### src/rtl/nrm_pkg.sv
package nrm_pkg;

  typedef enum logic [2:0] {
    ST_NEUTRAL,
    ST_PEND_POS,
    ST_PEND_NEG,
    ST_SAT_POS,
    ST_SAT_NEG,
    ST_PASS
  } nrmState_e;

  // strobes from control to datapath, all already qualified by inValid
  typedef struct packed {
    logic intSlot;   // current digit is an integer position
    logic forcePos;  // emit +1
    logic forceNeg;  // emit -1
    logic copyIn;    // reproduce the input digit
  } nrmStrobe_t;

endpackage

### src/rtl/nrm_ctrl.sv
module nrm_ctrl
  import nrm_pkg::*;
#(
  parameter int INT_DIGITS = 2
) (
  input  logic       clk,
  input  logic       rstN,
  input  logic       inValid,
  input  logic       inPos,
  input  logic       inNeg,
  output nrmStrobe_t strb
);

  localparam int CNT_W = $clog2(INT_DIGITS + 1);
  localparam logic [CNT_W-1:0] INT_LAST = CNT_W'(INT_DIGITS);

  nrmState_e state, stateNxt;
  logic [CNT_W-1:0] intCnt;
  logic isPlus, isMinus, isZero, inInt;

  assign isPlus  = inPos & ~inNeg;
  assign isMinus = inNeg & ~inPos;
  assign isZero  = ~(isPlus | isMinus);
  assign inInt   = inValid && (intCnt < INT_LAST);

  always_comb begin
    stateNxt = state;
    if (!inValid) begin
      stateNxt = ST_NEUTRAL;
    end else if (inInt) begin
      case (state)
        ST_NEUTRAL:  if (isPlus) stateNxt = ST_PEND_POS;
                     else if (isMinus) stateNxt = ST_PEND_NEG;
        ST_PEND_POS: if (!isMinus) stateNxt = ST_SAT_POS;
        ST_PEND_NEG: if (!isPlus) stateNxt = ST_SAT_NEG;
        default:     stateNxt = state;
      endcase
    end else begin
      case (state)
        ST_NEUTRAL:  stateNxt = ST_PASS;
        ST_PEND_POS: if (isMinus) stateNxt = ST_PASS;
                     else if (isPlus) stateNxt = ST_SAT_POS;
        ST_PEND_NEG: if (isPlus) stateNxt = ST_PASS;
                     else if (isMinus) stateNxt = ST_SAT_NEG;
        default:     stateNxt = state;
      endcase
    end
  end

  always_ff @(posedge clk or negedge rstN) begin
    if (!rstN) begin
      state  <= ST_NEUTRAL;
      intCnt <= '0;
    end else begin
      state <= stateNxt;
      if (!inValid) intCnt <= '0;
      else if (intCnt < INT_LAST) intCnt <= intCnt + 1'b1;
    end
  end

  always_comb begin
    strb.intSlot  = inInt;
    strb.forcePos = inValid && !inInt && (state == ST_PEND_POS || state == ST_SAT_POS);
    strb.forceNeg = inValid && !inInt && (state == ST_PEND_NEG || state == ST_SAT_NEG);
    strb.copyIn   = inValid && !inInt && (state == ST_NEUTRAL || state == ST_PASS);
  end

  AST_IDLE_CLEAR: assert property (@(posedge clk) disable iff (!rstN)
    !inValid |=> (state == ST_NEUTRAL && intCnt == '0));
  AST_SAT_POS_HOLD: assert property (@(posedge clk) disable iff (!rstN)
    (inValid && state == ST_SAT_POS) |=> state == ST_SAT_POS);
  AST_SAT_NEG_HOLD: assert property (@(posedge clk) disable iff (!rstN)
    (inValid && state == ST_SAT_NEG) |=> state == ST_SAT_NEG);
  AST_PASS_HOLD: assert property (@(posedge clk) disable iff (!rstN)
    (inValid && state == ST_PASS) |=> state == ST_PASS);
  AST_ZERO_PREFIX_PASS: assert property (@(posedge clk) disable iff (!rstN)
    (inValid && !inInt && state == ST_NEUTRAL) |=> state == ST_PASS || !inValid);

endmodule

### src/rtl/nrm_datapath.sv
module nrm_datapath
  import nrm_pkg::*;
(
  input  logic       clk,
  input  logic       rstN,
  input  logic       inValid,
  input  logic       inPos,
  input  logic       inNeg,
  input  nrmStrobe_t strb,
  output logic       outValid,
  output logic       outPos,
  output logic       outNeg
);

  logic isPlus, isMinus;

  assign isPlus   = inPos & ~inNeg;
  assign isMinus  = inNeg & ~inPos;
  assign outValid = inValid;
  assign outPos   = strb.forcePos | (strb.copyIn & isPlus);
  assign outNeg   = strb.forceNeg | (strb.copyIn & isMinus);

  AST_INT_SILENT: assert property (@(posedge clk) disable iff (!rstN)
    strb.intSlot |-> (!outPos && !outNeg));
  AST_OUT_CANON: assert property (@(posedge clk) disable iff (!rstN)
    !(outPos && outNeg));
  AST_IDLE_SILENT: assert property (@(posedge clk) disable iff (!rstN)
    !inValid |-> (!outPos && !outNeg));

endmodule

### src/rtl/sd_fraction_normalizer.sv
module sd_fraction_normalizer
  import nrm_pkg::*;
#(
  parameter int INT_DIGITS = 2
) (
  input  logic clk,
  input  logic rstN,
  input  logic inValid,
  input  logic inPos,
  input  logic inNeg,
  output logic outValid,
  output logic outPos,
  output logic outNeg
);

  nrmStrobe_t strb;

  nrm_ctrl #(.INT_DIGITS(INT_DIGITS)) u_ctrl (
    .clk(clk), .rstN(rstN), .inValid(inValid),
    .inPos(inPos), .inNeg(inNeg), .strb(strb)
  );

  nrm_datapath u_dp (
    .clk(clk), .rstN(rstN), .inValid(inValid),
    .inPos(inPos), .inNeg(inNeg), .strb(strb),
    .outValid(outValid), .outPos(outPos), .outNeg(outNeg)
  );

endmodule

### config.mk
export PLATFORM = sky130hd
export DESIGN_NAME = sd_fraction_normalizer
export DESIGN_NICKNAME = d
export VERILOG_FILES = /design/src/rtl/nrm_pkg.sv /design/src/rtl/nrm_ctrl.sv /design/src/rtl/nrm_datapath.sv /design/src/rtl/sd_fraction_normalizer.sv
export SDC_FILE = /design/constraint.sdc
export NUM_CORES = 1
export LEC_CHECK = 0
export BUFFER_PORTS_ARGS = -buffer_cell sky130_fd_sc_hd__buf_2
export CORE_AREA = 3 3 40 42
export CTS_CLUSTER_SIZE = 24
export DETAILED_ROUTE_END_ITERATION = 7
export DIE_AREA = 0 0 43 45
export HOLD_SLACK_MARGIN = 0.15
export PLACE_DENSITY_LB_ADDON = 0.12
export SLEW_MARGIN = 10
export SYNTH_ARGS = -nofsm -noshare
export SYNTH_HDL_FRONTEND = slang
export SYNTH_SLANG_ARGS = --single-unit
### constraint.sdc
create_clock -name clk -period 1.7 [get_ports clk]
set_clock_uncertainty 0.05 [all_clocks]
set_input_delay 0.34 -clock clk [delete_from_list [all_inputs] [get_ports clk]]
set_output_delay 0.34 -clock clk [all_outputs]
set_load 0.05 [all_outputs]
**Word level (Yosys, flattened, before mapping)**

Cells that the tools add are included.

- Flip-flop bits (word level): 5
- Latch bits: 0
- RAM bits: 0
- Bits in read-only memories: 0
- Bits of input ports: 5
- Logic and storage cells: 49
- Memories: 0

- $add $sub $neg: 1
- Multipliers: 0
- Divide/modulo/power cells: 0
- Order comparisons: 1
- Equal/unequal tests: 12
- Shift-type cells: 0
- Mux-type cells: 14
- Bitwise operators: 8
- Reductions and logical operators: 11

Operators by type and width:

| cell | count |
|---|---|
| 2-to-1 mux 3 bit | 10 |
| one-hot mux 3 bit (3 select lines) | 2 |
| inequality test 5 x 2 -> 1 bit (second input constant) | 2 |
| inequality test 4 bit (second input constant) | 2 |
| equality test 3 x 2 -> 1 bit (second input constant) | 2 |
| equality test 3 bit (second input constant) | 2 |
| AND reduction 6 bit | 1 |
| logical AND 1 bit | 5 |
| inequality test 5 x 3 -> 1 bit (second input constant) | 1 |
| bitwise AND 1 bit | 4 |
| 2-to-1 mux 2 bit | 2 |
| inequality test 4 x 1 -> 1 bit (second input constant) | 1 |
| equality test 3 x 1 -> 1 bit (second input constant) | 1 |
| zero test 3 bit | 1 |
| logical OR 1 bit | 3 |
| adder 2 x 1 -> 2 bit (second input constant) | 1 |
| < comparator 2 bit (second input constant) | 1 |
| inequality test 2 x 1 -> 1 bit (second input constant) | 1 |
| inverter 1 bit | 2 |
| OR 1 bit | 2 |
| zero test 1 bit | 1 |

**Logic depth before layout (Yosys ltp)**

- Depth in word-level cells: 7
- Mapped depth: 6

**Modules after synthesis**

Synthesis repeated with hierarchy kept, for this count alone.

- Cell total of the unflattened synthesis: 55
- Area, all modules: 459.2 µm²

By module, submodules not included:

| module | instances | cells an instance | area an instance (µm²) |
|---|---|---|---|
| nrm_ctrl | 1 | 50 | 427.9 |
| nrm_datapath | 1 | 5 | 31.3 |

**Worst setup path before layout**

OpenSTA, ideal clock, no wires.

- Path type: register -> output
- From: register u_ctrl.intCnt[1]
- To: output port outNeg
- Arrival: 3148 ps
- Path slack: -1838 ps
- Cell stages (with the launch flop): 4
- Buffers on the path: 1
- Cell sequence: dfrtp_1 > buf_2 > nand2_1 > a2111oi_0

- Word-level cells in the longest chain between the ends: 7
- Elaborated cells between the ends (all ways): 8
- Classes of those cells: order compare (1); bitwise (2); reduce/logical (5)

RTL lines:

| what | line | RTL |
|---|---|---|
| start: declaration | nrm_ctrl.sv:18 | `logic [CNT_W-1:0] intCnt;` |
| start signal: assignment | nrm_ctrl.sv:57 | `else if (intCnt < INT_LAST) intCnt <= intCnt + 1'b1;` |
| < comparator 2 bit (*) | nrm_ctrl.sv:24 | `assign inInt = inValid && (intCnt < INT_LAST);` |
| logical AND 1 bit (*) | nrm_ctrl.sv:24 |  |
| zero test 1 bit (*) | nrm_ctrl.sv:64, nrm_ctrl.sv:65 |  |
| logical AND 1 bit (*) | nrm_ctrl.sv:64, nrm_ctrl.sv:65 |  |
| logical AND 1 bit | nrm_ctrl.sv:65 | `strb.copyIn = inValid && !inInt && (state == ST_NEUTRAL \|\| state == ST_PASS);` |
| bitwise AND 1 bit | nrm_datapath.sv:21 | `assign outNeg = strb.forceNeg \| (strb.copyIn & isMinus);` |
| OR 1 bit (*) | nrm_datapath.sv:21 |  |
| end: declaration | sd_fraction_normalizer.sv:13 | `output logic outNeg` |

Every way passes the cells marked *; elsewhere a longest branch is shown, timed or not.

**Final worst setup path**

- From: register u_ctrl.state[2]
- To: output port outPos

- Word-level cells in the longest chain between the ends: 5
- Elaborated cells between the ends (all ways): 10
- Classes of those cells: eq/ne (3); bitwise (2); reduce/logical (5)

RTL lines:

| what | line | RTL |
|---|---|---|
| start: declaration | nrm_ctrl.sv:17 | `nrmState_e state, stateNxt;` |
| start signal: assignment | nrm_ctrl.sv:55 | `state <= stateNxt;` |
| equality test 3 bit / zero test 3 bit (equally long branches) | nrm_ctrl.sv:65 |  |
| logical OR 1 bit | nrm_ctrl.sv:65 |  |
| logical AND 1 bit | nrm_ctrl.sv:65 |  |
| bitwise AND 1 bit | nrm_datapath.sv:20 | `assign outPos = strb.forcePos \| (strb.copyIn & isPlus);` |
| OR 1 bit (*) | nrm_datapath.sv:20 |  |
| end: declaration | sd_fraction_normalizer.sv:12 | `output logic outPos,` |

Marked as above.

==> qor.txt <==
# IOs = 8
#FFs+latches synth = 5
Synthesized instance count = 52
Failing checks = negative setup slack
CP startpoint = u_ctrl.state[2]
Total wire length = 1070 um
Period utilization = 100%
Max Freq = 586 MHz
Initial cell density of the core = 33.6%
First-pass GRT wire length = 1790 um
GP Congestion = 0.741
CTS Buffer Depth = 2
Fillers = 135
Layout cells sized above 1 = 53.5%
Top FF cell, synth = dfrtp_1
Worst r2r path cells = 6
Syn Area/Cell = 8.30 um^2
Total CTS buffers = 3
Root Driver = clkbuf_4
Crit-path max FO = 7
Reg2Reg Launch Point = u_ctrl.state[1]
Total Power = 0.922 mW
Worst Setup End Kind = output port
Worst min-delay path class = in2async
Vias/cell = 4.95
Drt pass-1 iters = 4
Initial antenna violation count = 0
Synth warnings = 0
Setup TNS Final = -0.0117 ns
Synth Cell Area = 432 um^2
GRT Overall Usage = 12.3%
Die footprint = 1940 um^2
Sinks on Clock Net = 5
Syn nets = 57
DR vias = 426
Total grt overflow = 0
Hold Vio Cnt, Final = 0
ANT cells = 0
# port buffers = 7
Crit Reg-Reg Endpoint = u_ctrl.state[1]
Minimum clock period = 1.71 ns
Post-synth EDFFs = 0
Cell variety after synth = 30
Final WS setup = -0.00724 ns
Final setup fails = 2
Register Area = 128 um^2
Crit Path Category = reg2out
Vias in the first global route = 427
Area of the multi-input gates = 314 um^2
CTS tree = done
DRT antenna net count = 0
WL/cell = 12.5 um
Non-filler cells in the finished layout = 86
Max transition margin = 75.7%
Die X = 43 um
Lkg Pwr = 0.282 nW
Synth-to-Final Area Change = 51.3%
Status = finished with violations
Max VDD drop = 0.000737 V
Clk slew on worst S/H paths = 0.04 ns
Critical Path AT = 1.32 ns
Detail Placement HPWL = 751 um
Largest net degree at the start of global routing = 12
DR iter-0 viols = 12
Util after Layout = 50.8%
Final #Nets = 77
Power per cell area = 1410 nW/um^2
Htree depth = 1
Max Slew Vio Count = 0
Clk Latency, worst-skew pair = 0.24 ns
CP startpoint kind = flip-flop
Core outline area = 1280 um^2
Tightest Pin Transition = 0.359 ns
Req. time, crit path = 1.31 ns
RSZ-0062 raised after global routing = yes
Die height = 45 um
Maxcap violations = 0
Post-synth ARST share = 100%
DP Cell Count = 75
Seq/Total Area, Yosys = 29.0%
# DRC = 0
Placement Rows = 13
Flop2flop setup slack = 0.08 ns
-- what timing repair did --
item	4_1_cts	5_1_grt
gates cloned	0	0
endpoints found under the hold margin	5	0
hold buffers	1	0
pin swaps	1	3
buffers inserted	2	4
endpoints found under the setup margin	2	5
resized for setup	9	11
-- metal layers --
metal / share of wire (%) / wire, um / vias to the layer above / track usage (%)
met5: 0 / 0 / - / 0
met1: 45 / 479 / 201 / 14.6
met3: 1.8 / 19 / 0 / 2.39
met2: 53 / 572 / 3 / 20.7
met4: 0 / 0 / 0 / 7.23
li1: - / - / 222 / -
-- power breakdown --
| part | total, mW | internal [mW] | leakage [nW] | switching [mW] |
|---|---|---|---|---|
| sequential | 0.212 | 0.162 | 0.0614 | 0.0502 |
| clock | 0.133 | 0.0885 | 0.0150 | 0.0443 |
| combinational | 0.577 | 0.292 | 0.205 | 0.285 |
-- cell usage in the layout (no fill, tap or decap), drive strengths merged, types with 2 or more instances in the layout --
cell type	count
nor2	5
nand3b	2
nor2b	3
nand2	3
dfrtp	5
a21oi	8
a21boi	2
clkbuf	4
o211ai	2
buf	20
-- synth_stat cells, types with 2 or more instances --
| library cell | count | area share (%) |
|---|---|---|
| dfrtp_1 | 5 | 29 |
| nand3b_1 | 2 | 3.5 |
| buf_6 | 2 | 5.2 |
| o211ai_1 | 2 | 3.5 |
| nor2_1 | 5 | 4.3 |
| a21boi_0 | 2 | 3.5 |
| a21oi_1 | 7 | 8.1 |
| nand2_1 | 3 | 2.6 |
| buf_2 | 2 | 2.3 |
| nor2b_1 | 2 | 2.9 |
-- area by class of cell --
class / instances / area share [%]
Clock buffer: 4 / 4.02
Tap cell: 15 / 2.87
Multi-Input combinational cell: 40 / 48.1
Sequential cell: 5 / 19.5
Timing Repair Buffer: 21 / 24.9
Inverter: 1 / 0.575
-- worst max path at each step --
| stage | endpoint | slack (ns) | cells past startpoint |
|---|---|---|---|
| floorplan | outNeg | -0.16 | 3 |
| global placement | outNeg | 0.03 | 5 |
| detailed placement | outNeg | 0.009 | 5 |
| CTS | outNeg | 0.003 | 4 |
| global route | outPos | -0.1 | 6 |
| finish | outPos | -0.007 | 5 |
-- state kept, by name, summed over array words and instances, names as in the netlist --
signal,cells
u_ctrl.intCnt,2
u_ctrl.state,3
-- worst max-delay path, stage by stage (launching register included) --
cell and delay, ns:
dfrtp_1 0.41, buf_4 0.18, a21boi_2 0.15, a21oi_2 0.05, nor2_2 0.13, buf_6 0.17
-- through the flow --
stage	area [um^2]	setup slack [ns]	hold slack (ns)
2_1_floorplan	453	-0.156	-0.00559
6_report	653	-0.00724	0.392
3_5_place_dp	514	0.00887	0.109
5_1_grt	653	-0.0974	0.403
3_3_place_gp	514	0.0337	0.108
4_1_cts	586	0.00282	0.384
-- cell families (layout without fill, tap and decap cells) --
family,after synthesis,in the layout,synth area share [%]
flops,5,5,29.0
simple gates,19,19,25.5
compound gates,18,18,27.8
buf+inv,7,26,11.3
mux,1,1,2.32
xor+xnor,2,2,4.06
No activity file was read; power rests on OpenSTA's default activity.
